`src/rtl/dbg_trig_pkg.sv`:
```
package dbg_trig_pkg;
  typedef enum logic [3:0] {
    MODE_A_ONLY   = 4'd0,
    MODE_A_OR_B   = 4'd1,
    MODE_A_THEN_B = 4'd2,
    MODE_A_DAT_EQ = 4'd3,
    MODE_A_DAT_NE = 4'd4,
    MODE_EVT_B    = 4'd5,
    MODE_A_EVT_B  = 4'd6,
    MODE_IN_RNG   = 4'd7,
    MODE_OUT_RNG  = 4'd8
  } trig_mode_e;

  typedef struct packed {
    logic rw_en;
    logic rw;
  } rw_qual_t;
endpackage

```
`src/rtl/dbg_trig_cmp.sv`:
```
module dbg_trig_cmp
  import dbg_trig_pkg::*;
#(
  parameter int AW = 16,
  parameter int DW = 8
) (
  input  logic [3:0]    mode_i,
  input  logic [AW-1:0] a_val_i,
  input  logic [AW-1:0] b_val_i,
  input  rw_qual_t      a_q_i,
  input  rw_qual_t      b_q_i,
  input  logic          valid_i,
  input  logic [AW-1:0] addr_i,
  input  logic [DW-1:0] data_i,
  input  logic          rnw_i,
  input  logic          seq_a_i,
  output logic          a_hit_o,
  output logic          fire_o,
  output logic          evt_cap_o
);
  logic a_rw_ok, b_rw_ok, b_hit, dat_eq, ge_a, le_b;

  assign a_rw_ok = !a_q_i.rw_en || (rnw_i == a_q_i.rw);
  assign b_rw_ok = !b_q_i.rw_en || (rnw_i == b_q_i.rw);
  assign a_hit_o = valid_i && a_rw_ok && (addr_i == a_val_i);
  assign b_hit   = valid_i && b_rw_ok && (addr_i == b_val_i);
  assign dat_eq  = data_i == b_val_i[DW-1:0];
  assign ge_a    = addr_i >= a_val_i;
  assign le_b    = addr_i <= b_val_i;

  always_comb begin
    fire_o    = 1'b0;
    evt_cap_o = 1'b0;
    case (mode_i)
      MODE_A_ONLY:   fire_o = a_hit_o;
      MODE_A_OR_B:   fire_o = a_hit_o || b_hit;
      MODE_A_THEN_B: fire_o = b_hit && seq_a_i;
      MODE_A_DAT_EQ: fire_o = a_hit_o && dat_eq;
      MODE_A_DAT_NE: fire_o = a_hit_o && !dat_eq;
      MODE_EVT_B:    evt_cap_o = b_hit;
      MODE_A_EVT_B:  evt_cap_o = b_hit && seq_a_i;
      MODE_IN_RNG:   fire_o = valid_i && a_rw_ok && ge_a && le_b;
      MODE_OUT_RNG:  fire_o = valid_i && a_rw_ok && (!ge_a || !le_b);
      default: ;
    endcase
  end
endmodule

```
`src/rtl/dbg_trig_fifo.sv`:
```
module dbg_trig_fifo #(
  parameter int W     = 16,
  parameter int DEPTH = 8,
  localparam int PW   = (DEPTH > 1) ? $clog2(DEPTH) : 1,
  localparam int CW   = $clog2(DEPTH + 1)
) (
  input  logic          clk_i,
  input  logic          rst_ni,
  input  logic          clr_i,
  input  logic          push_i,
  input  logic [W-1:0]  din_i,
  input  logic          pop_i,
  output logic [W-1:0]  dout_o,
  output logic [CW-1:0] cnt_o,
  output logic          full_o
);
  logic [W-1:0]  mem [DEPTH];
  logic [PW-1:0] wr_ptr, rd_ptr;
  logic          do_push, do_pop, empty;

  assign empty   = cnt_o == '0;
  assign full_o  = cnt_o == CW'(DEPTH);
  assign do_push = push_i && !full_o;
  assign do_pop  = pop_i && !empty;
  assign dout_o  = empty ? '0 : mem[rd_ptr];

  function automatic logic [PW-1:0] nxt(input logic [PW-1:0] p);
    return (p == PW'(DEPTH - 1)) ? '0 : p + 1'b1;
  endfunction

  always_ff @(posedge clk_i) begin
    if (do_push && !clr_i) mem[wr_ptr] <= din_i;
  end

  always_ff @(posedge clk_i or negedge rst_ni) begin
    if (!rst_ni) begin
      wr_ptr <= '0;
      rd_ptr <= '0;
      cnt_o  <= '0;
    end else if (clr_i) begin
      wr_ptr <= '0;
      rd_ptr <= '0;
      cnt_o  <= '0;
    end else begin
      if (do_push) wr_ptr <= nxt(wr_ptr);
      if (do_pop)  rd_ptr <= nxt(rd_ptr);
      if (do_push && !do_pop)      cnt_o <= cnt_o + 1'b1;
      else if (do_pop && !do_push) cnt_o <= cnt_o - 1'b1;
    end
  end

  AST_CNT_BOUND: assert property (@(posedge clk_i) disable iff (!rst_ni)
    cnt_o <= CW'(DEPTH));
  AST_FULL_HOLDS: assert property (@(posedge clk_i) disable iff (!rst_ni)
    (full_o && !pop_i && !clr_i) |=> full_o);
endmodule

```
`src/rtl/dbg_trig_top.sv`:
```
module dbg_trig_top
  import dbg_trig_pkg::*;
#(
  parameter int AW    = 16,
  parameter int DW    = 8,
  parameter int DEPTH = 8,
  localparam int CNTW = $clog2(DEPTH + 1)
) (
  input  logic            clk_i,
  input  logic            rst_ni,
  input  logic            cfg_we_i,
  input  logic [1:0]      cfg_addr_i,
  input  logic [AW-1:0]   cfg_wdata_i,
  input  logic            bus_valid_i,
  input  logic [AW-1:0]   bus_addr_i,
  input  logic [DW-1:0]   bus_data_i,
  input  logic            bus_rnw_i,
  input  logic            bus_fetch_i,
  input  logic            bus_cof_i,
  input  logic            exec_i,
  input  logic            rd_i,
  output logic [AW-1:0]   rd_data_o,
  output logic [CNTW-1:0] fifo_cnt_o,
  output logic            armed_o,
  output logic            triggered_o,
  output logic            ovf_o,
  output logic            brk_o
);
  localparam logic [1:0] REG_A = 2'd0, REG_B = 2'd1, REG_CTRL = 2'd2;

  logic [AW-1:0] a_val, b_val;
  logic [3:0]    mode;
  logic          tag_sel, seq_a, tag_pend;
  rw_qual_t      a_q, b_q;
  logic          a_hit, fire, evt_cap, fire_ok;
  logic          ctrl_wr, arm_wr, cof_mode, evt_mode, push_req, fifo_full;
  logic [AW-1:0] push_data;

  assign ctrl_wr  = cfg_we_i && (cfg_addr_i == REG_CTRL);
  assign arm_wr   = ctrl_wr && cfg_wdata_i[9];
  assign evt_mode = (mode == MODE_EVT_B) || (mode == MODE_A_EVT_B);
  assign cof_mode = (mode <= MODE_A_DAT_NE) || (mode == MODE_IN_RNG) || (mode == MODE_OUT_RNG);
  assign fire_ok  = fire && (!tag_sel || bus_fetch_i);

  dbg_trig_cmp #(.AW(AW), .DW(DW)) i_cmp (
    .mode_i   (mode),
    .a_val_i  (a_val),
    .b_val_i  (b_val),
    .a_q_i    (a_q),
    .b_q_i    (b_q),
    .valid_i  (bus_valid_i),
    .addr_i   (bus_addr_i),
    .data_i   (bus_data_i),
    .rnw_i    (bus_rnw_i),
    .seq_a_i  (seq_a),
    .a_hit_o  (a_hit),
    .fire_o   (fire),
    .evt_cap_o(evt_cap)
  );

  always_comb begin
    push_req  = 1'b0;
    push_data = bus_addr_i;
    if (armed_o && !ctrl_wr) begin
      if (evt_mode) begin
        push_req  = evt_cap;
        push_data = AW'(bus_data_i);
      end else if (cof_mode) begin
        push_req  = bus_valid_i && bus_cof_i;
      end
    end
  end

  dbg_trig_fifo #(.W(AW), .DEPTH(DEPTH)) i_fifo (
    .clk_i (clk_i),
    .rst_ni(rst_ni),
    .clr_i (arm_wr),
    .push_i(push_req),
    .din_i (push_data),
    .pop_i (rd_i),
    .dout_o(rd_data_o),
    .cnt_o (fifo_cnt_o),
    .full_o(fifo_full)
  );

  always_ff @(posedge clk_i or negedge rst_ni) begin
    if (!rst_ni) begin
      a_val <= '0;
      b_val <= '0;
    end else if (cfg_we_i) begin
      if (cfg_addr_i == REG_A) a_val <= cfg_wdata_i;
      if (cfg_addr_i == REG_B) b_val <= cfg_wdata_i;
    end
  end

  always_ff @(posedge clk_i or negedge rst_ni) begin
    if (!rst_ni) begin
      mode        <= 4'hF;
      tag_sel     <= 1'b0;
      a_q         <= '0;
      b_q         <= '0;
      armed_o     <= 1'b0;
      triggered_o <= 1'b0;
      seq_a       <= 1'b0;
      tag_pend    <= 1'b0;
      ovf_o       <= 1'b0;
      brk_o       <= 1'b0;
    end else begin
      brk_o <= 1'b0;
      if (ctrl_wr) begin
        mode    <= cfg_wdata_i[3:0];
        tag_sel <= cfg_wdata_i[4];
        a_q     <= '{rw_en: cfg_wdata_i[5], rw: cfg_wdata_i[6]};
        b_q     <= '{rw_en: cfg_wdata_i[7], rw: cfg_wdata_i[8]};
        armed_o <= cfg_wdata_i[9];
        if (cfg_wdata_i[9]) begin
          triggered_o <= 1'b0;
          seq_a       <= 1'b0;
          tag_pend    <= 1'b0;
          ovf_o       <= 1'b0;
        end
      end else begin
        if (armed_o && fire_ok) begin
          armed_o     <= 1'b0;
          triggered_o <= 1'b1;
          if (tag_sel) tag_pend <= 1'b1;
          else         brk_o    <= 1'b1;
        end
        if (armed_o && a_hit && (mode == MODE_A_THEN_B || mode == MODE_A_EVT_B))
          seq_a <= 1'b1;
        if (tag_pend && exec_i) begin
          brk_o    <= 1'b1;
          tag_pend <= 1'b0;
        end
        if (push_req && fifo_full) ovf_o <= 1'b1;
      end
    end
  end

  AST_DISARM_ON_FIRE: assert property (@(posedge clk_i) disable iff (!rst_ni)
    (armed_o && fire_ok && !ctrl_wr) |=> (!armed_o && triggered_o));
  AST_FORCE_NEXT: assert property (@(posedge clk_i) disable iff (!rst_ni)
    (armed_o && fire_ok && !tag_sel && !ctrl_wr) |=> brk_o);
  AST_TAG_WAITS: assert property (@(posedge clk_i) disable iff (!rst_ni)
    (armed_o && fire_ok && tag_sel && !ctrl_wr && !tag_pend) |=> !brk_o);
  AST_OVF_STICKY: assert property (@(posedge clk_i) disable iff (!rst_ni)
    (ovf_o && !arm_wr) |=> ovf_o);
  AST_IDLE_NO_CAPTURE: assert property (@(posedge clk_i) disable iff (!rst_ni)
    (!armed_o && !rd_i && !arm_wr) |=> $stable(fifo_cnt_o));
  AST_BRK_PULSE: assert property (@(posedge clk_i) disable iff (!rst_ni)
    (brk_o && !tag_pend) |=> !brk_o);
endmodule

```
`config.mk`:
```
export PLATFORM = sky130hd
export DESIGN_NAME = dbg_trig_top
export DESIGN_NICKNAME = d
export VERILOG_FILES = /design/src/rtl/dbg_trig_pkg.sv /design/src/rtl/dbg_trig_cmp.sv /design/src/rtl/dbg_trig_fifo.sv /design/src/rtl/dbg_trig_top.sv
export SDC_FILE = /design/constraint.sdc
export NUM_CORES = 1
export LEC_CHECK = 0
export CORE_MARGIN = 2
export CORE_UTILIZATION = 38
export CTS_BUF_LIST = sky130_fd_sc_hd__clkbuf_4
export CTS_CLUSTER_SIZE = 24
export DETAILED_ROUTE_END_ITERATION = 12
export DONT_BUFFER_PORTS = 1
export PLACE_DENSITY_LB_ADDON = 0.3
export SLEW_MARGIN = 20
export SYNTH_ARGS = -nofsm -noshare
export SYNTH_HDL_FRONTEND = slang
export SYNTH_SLANG_ARGS = --single-unit
```
`constraint.sdc`:
```
create_clock -name clk_i -period 5 [get_ports clk_i]
set_input_delay 0.25 -clock clk_i [delete_from_list [all_inputs] [get_ports clk_i]]
set_output_delay 0.25 -clock clk_i [all_outputs]
set_load 0.02 [all_outputs]
```
== Word-level counts from Yosys, hierarchy flattened ==
Memory sizes are Yosys's and may differ from the RTL's.
Cells that the tools add are included.

* Bits in writable memories: 128
* Bits in latches: 0
* Register bits: 57
* Logic and storage cells: 143
* Bits in read-only memories: 0
* Memories: 1
* Input port bits: 51

{| class="wikitable"
|+ Memories
! memory !! depth !! bits a word !! read ports !! clocked after Yosys merged registers in !! wr ports !! RTL line !! source
|-
| i_fifo.mem || 8 || 16 || 1 || 0 || 1 || dbg_trig_fifo.sv:17 || <nowiki>logic [W-1:0] mem [DEPTH];</nowiki>
|}

* Magnitude comparators: 3
* $add $sub $neg: 4
* Eq/ne operators: 19
* Bitwise gates (word level): 0
* Divide/modulo/power cells: 0
* Reductions and logical operators: 63
* Shift-type cells: 0
* Multiply operators: 0
* Multiplexer cells: 36

{| class="wikitable"
|+ Operators with widths
! kind !! count
|-
| 2-to-1 mux 16 bit || 3
|-
| equality test 16 bit || 2
|-
| logical AND 1 bit || 25
|-
| 2-to-1 mux 1 bit || 22
|-
| 2-to-1 mux 3 bit || 6
|-
| equality test 4 x 3 -> 1 bit (second input constant) || 4
|-
| greater-or-equal comparator 16 bit || 1
|-
| less-or-equal comparator 16 bit || 1
|-
| zero test 1 bit || 12
|-
| 2-to-1 mux 4 bit || 3
|-
| AND reduction 2 bit || 5
|-
| nonzero test 2 bit || 5
|-
| logical OR 1 bit || 9
|-
| nonzero test 3 bit || 3
|-
| equality test 4 x 2 -> 1 bit (second input constant) || 2
|-
| equality test 4 bit (second input constant) || 2
|-
| equality test 8 bit || 1
|-
| zero test 4 bit || 2
|-
| case mux 1 bit (7 select lines) || 1
|-
| adder 3 x 1 -> 3 bit (second input constant) || 2
|-
| equality test 3 bit (second input constant) || 2
|-
| adder 4 x 1 -> 4 bit (second input constant) || 1
|-
| equality test 4 x 1 -> 1 bit (second input constant) || 1
|-
| less-or-equal comparator 4 x 3 -> 1 bit (second input constant) || 1
|-
| other kinds (8) || 9
|}

== Logic depth before layout (Yosys ltp) ==
Gate-level depths: netlist of run 1.

* Depth in word-level cells: 14
* Mapped depth: 13
* Gate-level depth less buffers: 12

== Cells and area by module ==
A second synthesis of run 1 with hierarchy kept.

* Cells, all modules: 598
* Area total of the unflattened synthesis: 8660.8 sq um

{| class="wikitable"
|+ By module, submodules not included
! module !! cells an instance !! times used !! area each (sq um) !! sequential area each (sq um)
|-
| dbg_trig_fifo || 284 || 1 || 5555.3 || 4093.9
|-
| dbg_trig_top || 163 || 1 || 2044.5 || 1181.1
|-
| dbg_trig_cmp || 151 || 1 || 1061.0 || 0.0
|}

== Worst setup path after synthesis of run 1 ==
OpenSTA, ideal clock, no wires.

* Path kind: reg2reg
* Start point: register b_val[7]
* End point: memory i_fifo.mem[2][0] (enable)
* Setup time: 0.413 ns
* Period minus slack after synthesis: 3.475 ns
* Data arrival time: 3.063 ns
* Required time: 4.587 ns
* Buffers on the path: 1
* Stages on the path, launching flop included: 10
* Path slack: 1.525 ns
* Path through: dfrtp_1 > inv_1 > ha_1 > nand4_1 > nor4_1 > a31oi_1 > nor3_1 > buf_2 > nand2b_1 > nor3b_1

* Cells in the longest elaborated chain, start to end: 10

{| class="wikitable"
|+ RTL lines
! item !! RTL line !! source
|-
| from (decl) || dbg_trig_top.sv:31 || <nowiki>logic [AW-1:0] a_val, b_val;</nowiki>
|-
| from (signal assigned) || dbg_trig_top.sv:92 || <nowiki>if (cfg_addr_i == REG_B) b_val <= cfg_wdata_i;</nowiki>
|-
| equality test 16 bit (*) || dbg_trig_cmp.sv:26 || <nowiki>assign b_hit = valid_i && b_rw_ok && (addr_i == b_val_i);</nowiki>
|-
| logical AND 1 bit (*) || dbg_trig_cmp.sv:26 ||
|-
| logical AND 1 bit || dbg_trig_cmp.sv:41 || <nowiki>MODE_A_EVT_B: evt_cap_o = b_hit && seq_a_i;</nowiki>
|-
| case mux 1 bit (2 select lines) (*) || dbg_trig_cmp.sv:34 || <nowiki>case (mode_i)</nowiki>
|-
| 2-to-1 mux 1 bit (*) || dbg_trig_top.sv:65 || <nowiki>if (evt_mode) begin</nowiki>
|-
| 2-to-1 mux 1 bit (*) || dbg_trig_top.sv:64 || <nowiki>if (armed_o && !ctrl_wr) begin</nowiki>
|-
| logical AND 1 bit (*) || dbg_trig_fifo.sv:23 || <nowiki>assign do_push = push_i && !full_o;</nowiki>
|-
| logical AND 1 bit (*) || dbg_trig_fifo.sv:32 || <nowiki>if (do_push && !clr_i) mem[wr_ptr] <= din_i;</nowiki>
|-
| 2-to-1 mux 1 bit (*) || dbg_trig_fifo.sv:32 ||
|-
| 2-to-1 mux 1 bit (not written as such) (*) || dbg_trig_fifo.sv:32 ||
|-
| to (decl) || dbg_trig_fifo.sv:17 ||
|}

Mark *: on every way between the ends. The rest lies on a longest branch, timed or not.

== Worst setup path in the final report of run 1 ==
* Start point: register b_val[11]
* End point: memory i_fifo.mem[6][4] (enable)

Same word-level chain as after synthesis.

==> impl_metrics.csv, run 1 <==
group,metric,value,unit
power,ir_drop,0.193,mV
sta,slew_viol_final,0,
logic_synthesis,async_flop_share,30.8,%
clocking,h-tree-depth,4,
critical_path,crit_slowest_cell,"nor2_1",
power,power_leakage,0.00347,uW
logic_synthesis,syn-cell-area,8580,um^2
sta,fin_setup_tns,0,ns
power,p_per_area,418,nW/um^2
finish,syn2layout_area_growth,10.6,%
logic_synthesis,synth_flop_cell,"edfxtp_1",
logic_synthesis,syn_inst,585,
finish,final_cells,912,
drt,drt_first_iter_violations,237,
global_routing,overflow,0,
finish,nFillCells,1960,
die,core,22000,um^2
power,p_comb_share,30.7,%
critical_path,crit_path_frequent_cell,"buf_4",
critical_path,critPathKind,"register to register",
sta,skew,0.0165,ns
logic_synthesis,synth_area_per_cell,14.7,um^2
logic_synthesis,synth_edf_count,128,
drt,drcViolationCount,0,
logic_synthesis,yosysSeqAreaShare,61.5,%
critical_path,cp_data_arrival_time,3.55,ns
logic_synthesis,synth_cell_types,60,
critical_path,path_cells,"inv_1 > ha_1 > nand4_1 > nor4_1 > a31oi_1 > nor3_1 > buf_4 > nand2b_1 > nor2_1 > buf_4",
drt,maxUsedRoutingLayer,"met4",
power,swShare,35.9,%
clocking,cts.sinks,185,
drt,ant_nets,0,
finish,stdcell_area,9480,um^2
drt,post_drt_wl_per_cell,20.0,um
placed_design,place_area,8970,um^2
finish,n_antenna_cell,0,
logic_synthesis,ys_ff_latch,185,
placed_design,gp_congestion,0.885,
clocking,cts_resized,0,
drt,via_per_inst,5.39,
drt,met2_length,8.90,mm
logic_synthesis,yosysWarnings,0,
outcome,status,"finished, final reports clean",
finish,layout.nets,709,
drt,num_vias,4914,
global_routing,grt_pass1_vias,5203,
die,die_w,154,um
sta,hold_viol,0,
critical_path,start_kind,"register",
clocking,clock_path_buffers,2,
die,boundaryPins,75,
drt,wl_met1,7.78,mm
hold_path,min_path_type,"input port to register",
drt,dr.pass1.iters,4,
die,rows,54,
placed_design,io_buffers,0,
clocking,clk_latency,0.55,ns
clocking,cts_buffers,17,
sta,max_slew.worst_pin.slew,0.911,ns
critical_path,worstSetupEndpointType,"register",
placed_design,dp_cells,855,
critical_path,max_stage_delay,0.56,ns
clocking,path_clk_slew,0.15,ns
sta,timing.final.crit_share,65.9,%
sta,finalCriticalPeriod,3.29,ns
power,p_int,2540,uW
die,dieHeight,154,um
sta,setup_viol,0,
logic_synthesis,syn_nets,675,
sta,max_freq,303,MHz
global_routing,antenna_found_initial,0,
die,dieArea,23800,um^2
global_routing,grtUsageTotal,16.2,%
sta,rsz0062_at_grt,"no",
drt,wirelength,18.3,mm
finish,drive_above_1_share,21.4,%
critical_path,crit_fanout,11,
clocking,cts-root-buf,"clkbuf_4",
critical_path,required,5.26,ns
clocking,cts_tree,"done",
power,p_seq_share,50.9,%
placed_design,dp_hpwl,12.4,mm
sta,slew_headroom,39.1,%
drt,wl_met3,1.18,mm
die,initial_utilization,39.1,%
critical_path,critPathTopFamily,"simple AND/OR/NAND/NOR gates",
critical_path,cp.buffers_inverters,3,
global_routing,grt_max_degree,58,
job,cap_violations,0,
power,switchingPower,1420,uW
global_routing,grt_pass1_wl,29.1,mm
power,clock_power_share,18.4,%
-- layer usage --
metal  up-vias  track usage [%]
met2       129             26.6
met3        27             4.65
met5         -                0
met4         0             5.79
li1       2270                -
met1      2488             20.5
-- flip-flops by register name, summed over array words and instances, names as in the netlist --
signal / count
seq_a: 1
a_q: 2
mode: 4
i_fifo.wr_ptr: 3
triggered_o: 1
b_val: 16
tag_sel: 1
a_val: 16
ovf_o: 1
tag_pend: 1
brk_o: 1
i_fifo.rd_ptr: 3
b_q: 2
i_fifo.mem: 128
i_fifo.cnt_o: 4
armed_o: 1
-- metrics by stage --
stage | hold slack (ns) | util (%) | total power (uW) | setup WS [ns]
final | 0.0511 | 43.2 | 3970 | 1.71
after global routing | 0.00947 | 43.2 | 4210 | 1.33
after CTS | 0.00336 | 43.2 | 4030 | 1.67
after detailed placement | -0.0438 | 40.9 | 3270 | 1.71
after global placement | -0.0438 | 40.9 | 3230 | 1.75
after floorplan | -0.0456 | - | 2970 | 1.52
-- worst register-to-register path, stage by stage (launching register included) --
cell and delay (ns):
dfrtp_1 0.37, inv_1 0.04, ha_1 0.32, nand4_1 0.22, nor4_1 0.44, a31oi_1 0.18, nor3_1 0.21, buf_4 0.19
nand2b_1 0.15, nor2_1 0.56, buf_4 0.32
-- what timing repair did --
item | in CTS | in global routing
hold buffers | 25 | 0
endpoints found under the hold margin | 113 | 0
buffers inserted | 0 | 0
-- worst paths after layout --
path	startpoint	to	slack, ns	depth (start not counted)
min in group asynchronous	rst_ni	b_val[7]	0.24	2
max reg2reg	b_val[11]	i_fifo.mem[6][4]	1.71	10
min reg2reg	b_val[9]	b_val[9]	0.52	2
min	bus_data_i[1]	i_fifo.mem[2][1]	0.05	1
max in group asynchronous	rst_ni	mode[1]	4.47	2
max	b_val[11]	i_fifo.mem[6][4]	1.71	10
-- cells in the mapped netlist (4+ instances only) --
master / number / area (um^2)
dfrtp_1: 53 / 1330
nand2b_1: 5 / 31.3
and2_1: 9 / 56.3
buf_2: 5 / 25.0
edfxtp_1: 128 / 3840
nand3_1: 8 / 40.0
xnor2_1: 11 / 96.3
ha_1: 38 / 475
a21oi_1: 16 / 80.1
nand2_1: 39 / 146
clkbuf_1: 14 / 52.6
o21ai_1: 5 / 25.0
nor3b_1: 5 / 37.5
inv_1: 36 / 135
mux2i_1: 20 / 200
nor3_1: 6 / 30.0
dfstp_2: 4 / 105
nor2b_1: 5 / 31.3
o21ai_0: 19 / 95.1
a21o_1: 4 / 30.0
nor2_1: 33 / 124
mux4_2: 32 / 721
nand4_1: 9 / 56.3
mux2_2: 33 / 372
-- layout by cell type (no fill, tap or decap), types with 3 or more instances in the layout --
cell           Yosys  layout
inv_1             36      36
o21ai_1            5       5
o21ai_0           19      19
dfrtp_2            0       3
dfstp_2            4       4
inv_6              0       6
dlygate4sd3_1      0      24
nor2_1            33      33
dfrtp_1           53      50
a21o_1             4       4
nor2b_1            5       5
nand3_1            8       8
mux4_2            32      32
a21oi_1           16      16
nand4_1            9       9
buf_4              0      13
nor4_1             3       3
mux2_2            33      33
xnor2_1           11      11
nor3_1             6       4
nand2_1           39      39
nor3b_2            0       5
ha_1              38      38
edfxtp_1         128     128
nand2b_1           5       5
clkbuf_4           0      17
mux2i_1           20      20
and2_1             9       9
clkinvlp_4         0       4
-- cells by family after synthesis --
group / synth area share [%]
DFF: 61.5
and+or+nand+nor: 8.23
muxes: 15.1
AOI/OAI and AO/OA: 5.31
buffers and inverters: 2.79
adders and majority gates: 5.78
xor gates and xnor gates: 1.33
-- layout make-up --
| cell class | instances | area, um^2 | area share, % |
|---|---|---|---|
| multi-input cells | 340 | 3110 | 32.8 |
| inverters | 37 | 139 | 1.46 |
| clock buffers | 17 | 128 | 1.35 |
| clock inverters | 15 | 116 | 1.23 |
| well taps | 280 | 350 | 3.69 |
| repair buffers | 38 | 365 | 3.85 |
| flip-flops and latches | 185 | 5280 | 55.7 |
-- power by group through the flow --
stage	Combinational [uW]	Clock [uW]	Sequential [uW]
2_1_floorplan	1050	0	1920
3_3_place_gp	1180	0	2050
3_5_place_dp	1210	0	2060
4_1_cts	1240	757	2030
5_1_grt	1350	817	2050
6_report	1220	730	2020
Power figures use the tool's default switching activity.
==> run 2, diff against run 1 <==
--- a/config.mk
+++ b/config.mk
@@ -5,6 +5,7 @@
 export SDC_FILE = /design/constraint.sdc
 export NUM_CORES = 1
 export LEC_CHECK = 0
+export ABC_AREA = 1
 export CORE_MARGIN = 2
 export CORE_UTILIZATION = 38
 export CTS_BUF_LIST = sky130_fd_sc_hd__clkbuf_4
==> constraint.sdc (replaced) <==
create_clock -name clk_i -period 3.25 [get_ports clk_i]
set_input_delay 0.1625 -clock clk_i [delete_from_list [all_inputs] [get_ports clk_i]]
set_output_delay 0.1625 -clock clk_i [all_outputs]
set_load 0.02 [all_outputs]
==> run 2 against run 1 <==
- sequential cell count stayed put
- die area grew 2.1%
- clock skew is 0.0065 ns higher
- first-iteration DRC count up 47%
- via count up 26%
- synthesized area increased by 2.1%
- register-to-register slack lost 1.2 ns
- cell area rose by 6.0%
- setup slack lost 1.3 ns
- sequential power grew 49%
- critical path type is now input port to register
- largest cell class unchanged
- largest power group unchanged
==> impl_metrics.csv, run 2 <==
group,metric,value,unit
finish,most-common-layout-cells,"nand2_1 (147), nor2_1 (138), o21ai_0 (135)",
critical_path,r2r-end,"i_fifo.cnt_o[3]",
outcome,status,"finished, final reports clean",
sta,worst_slack,0.370,ns
logic_synthesis,post-synth-top-count-cell,"nand2_1",
clocking,cts-root-buf,"clkbuf_4",
die,initial_utilization,38.7,%
clocking,cts_resized,0,
power,p_per_area,677,nW/um^2
logic_synthesis,synth_top_cell_area_share,43.9,%
critical_path,r2r_start,"b_val[7]",
critical_path,rrSetupSlack,0.47,ns
die,dieArea,24300,um^2
job,cap_violations,0,
finish,syn2layout_area_growth,14.8,%
drt,drt_first_iter_violations,349,
sta,hold_viol,0,
logic_synthesis,synth_common_cells,"nand2_1 (147), nor2_1 (138), o21ai_0 (135), edfxtp_1 (128), inv_1 (97)",
finish,largest_register_ffs,128,
logic_synthesis,syn_inst,889,
logic_synthesis,yosysWarnings,0,
power,power_leakage,0.00415,uW
logic_synthesis,synth_area_leaders,"edfxtp_1 (44%), dfrtp_1 (15%), o21ai_0 (7.7%), nand2_1 (6.3%), nor2_1 (5.9%)",
global_routing,antenna_found_initial,0,
finish,final_cells,1257,
clocking,clock_path_buffers,2,
die,core,22600,um^2
sta,setup_viol,0,
placed_design,dp_hpwl,13.8,mm
finish,top_regs,"i_fifo.mem x128, a_val x16, b_val x16",
hold_path,min_path_type,"input port to register",
logic_synthesis,synth_flop_cell,"edfxtp_1",
critical_path,crit_fanout,12,
sta,timing.final.crit_share,88.6,%
logic_synthesis,ys_ff_latch,185,
clocking,cts.sinks,185,
clocking,h-tree-depth,4,
global_routing,grtUsageTotal,17.8,%
placed_design,gp_congestion,0.824,
critical_path,cp_data_arrival_time,3.33,ns
drt,wirelength,20.8,mm
placed_design,dp_cells,1178,
finish,n_antenna_cell,0,
placed_design,io_buffers,0,
logic_synthesis,synth_edf_count,128,
drt,via_per_inst,4.93,
logic_synthesis,syn_nets,979,
hold_path,worstHoldPathCells,2,
hold_path,min-delay-start,"bus_data_i[3]",
die,rows,55,
drt,drcViolationCount,0,
die,boundaryPins,75,
sta,rsz0062_at_grt,"no",
clocking,cts_buffers,17,
die,dieHeight,156,um
sta,slew_headroom,36.5,%
finish,drive_above_1_share,10.1,%
hold_path,whs_endpoint,"i_fifo.mem[0][3]",
sta,fin_setup_tns,0,ns
critical_path,reg2reg_depth,17,
power,ir_drop,0.322,mV
global_routing,grt_pass1_vias,6124,
clocking,cts_tree,"done",
finish,layout.nets,1050,
critical_path,required,3.70,ns
power,fin_total_pwr,6810,uW
global_routing,grt_max_degree,58,
logic_synthesis,async_flop_share,30.8,%
placed_design,pre_cts_slack,0.458,ns
clocking,path_clk_slew,0.16,ns
drt,ant_nets,0,
clocking,cts_hold_buf,48,
sta,max_freq,347,MHz
logic_synthesis,syn-cell-area,8760,um^2
sta,finalCriticalPeriod,2.88,ns
logic_synthesis,synth_area_per_cell,9.85,um^2
global_routing,overflow,0,
critical_path,critPathKind,"input port to register",
critical_path,worstSetupEndpointType,"register",
clocking,clk_latency,0.56,ns
drt,dr.pass1.iters,4,
sta,slew_viol_final,0,
critical_path,start_kind,"input port",
logic_synthesis,yosysTopAreaCell,"edfxtp_1",
sta,max_slew.worst_pin.slew,0.951,ns
drt,num_vias,6193,
sta,skew,0.0230,ns
logic_synthesis,yosysSeqAreaShare,60.2,%
global_routing,grt_pass1_wl,33.0,mm
logic_synthesis,synth_cell_types,35,
finish,final_common_cell,"nand2_1",
finish,max_flop_register,"i_fifo.mem",
drt,post_drt_wl_per_cell,16.5,um
die,die_w,156,um
clocking,cts_setup_buffers,0,
run 2: where the power goes:
part / switching (uW) / internal (uW)
logic: 1620 / 953
registers: 247 / 2760
clock network: 822 / 411
total: 2680 / 4120
run 2: layout make-up:
type	count	area, um^2
Clock inverter	13	135
Multi-Input combinational cell	570	2990
Sequential cell	185	5280
Inverter	100	378
Fill cell	2138	12600
Clock buffer	18	135
Tap cell	285	357
Timing Repair Buffer	86	787
run 2: how the worst max path moves through the flow:
stage / startpoint / slack (ns) / end / cells after the start
6_report: cfg_we_i / 0.37 / i_fifo.cnt_o[3] / 17
5_1_grt: b_val[7] / 0.13 / i_fifo.cnt_o[3] / 17
4_1_cts: i_fifo.rd_ptr[0] / 0.41 / rd_data_o[11] / 6
3_5_place_dp: b_val[7] / 0.46 / i_fifo.cnt_o[3] / 17
3_3_place_gp: b_val[7] / 0.51 / i_fifo.cnt_o[3] / 17
2_1_floorplan: b_val[7] / 0.07 / i_fifo.mem[0][0] / 12
run 2: worst max-delay path, stage by stage:
cell and delay (ns):
dlygate4sd3_1 0.54, nand2_1 0.07, nor2_1 0.03, dlygate4sd3_1 0.55, buf_4 0.17, nor2_1 0.20, nand3_1 0.13, o21ai_2 0.23
nand3_4 0.14, nor2_8 0.14, inv_4 0.05, ha_1 0.32, nand3_1 0.08, nand2_1 0.10, xor2_1 0.17, xor2_1 0.19
o21ai_2 0.06
run 2: logic make-up after synthesis:
| family | synth area share, % |
|---|---|
| flops | 60.2 |
| fa+ha+maj | 5.66 |
| xor+xnor | 1.00 |
| compound gates | 11.9 |
| buf+inv | 5.79 |
| simple gates | 15.4 |
run 2: per-layer routing:
metal | part of all wire, % | global-route usage [%] | vias to the layer above
li1 | - | - | 3132
met1 | 44 | 22.4 | 2928
met2 | 50 | 31.4 | 127
met3 | 5.5 | 4.64 | 6
met4 | 0.48 | 2.88 | 0
met5 | 0 | 0 | -
run 2: per-stage QoR:
| step | hold slack (ns) | utilization [%] | area, um^2 |
|---|---|---|---|
| after floorplan | -0.133 | - | 8760 |
| after global placement | -0.131 | 41.0 | 9280 |
| after detailed placement | -0.132 | 41.0 | 9290 |
| after CTS | 0.00242 | 44.4 | 10100 |
| after global routing | 0.0146 | 44.4 | 10100 |
| final | 0.0645 | 44.4 | 10100 |
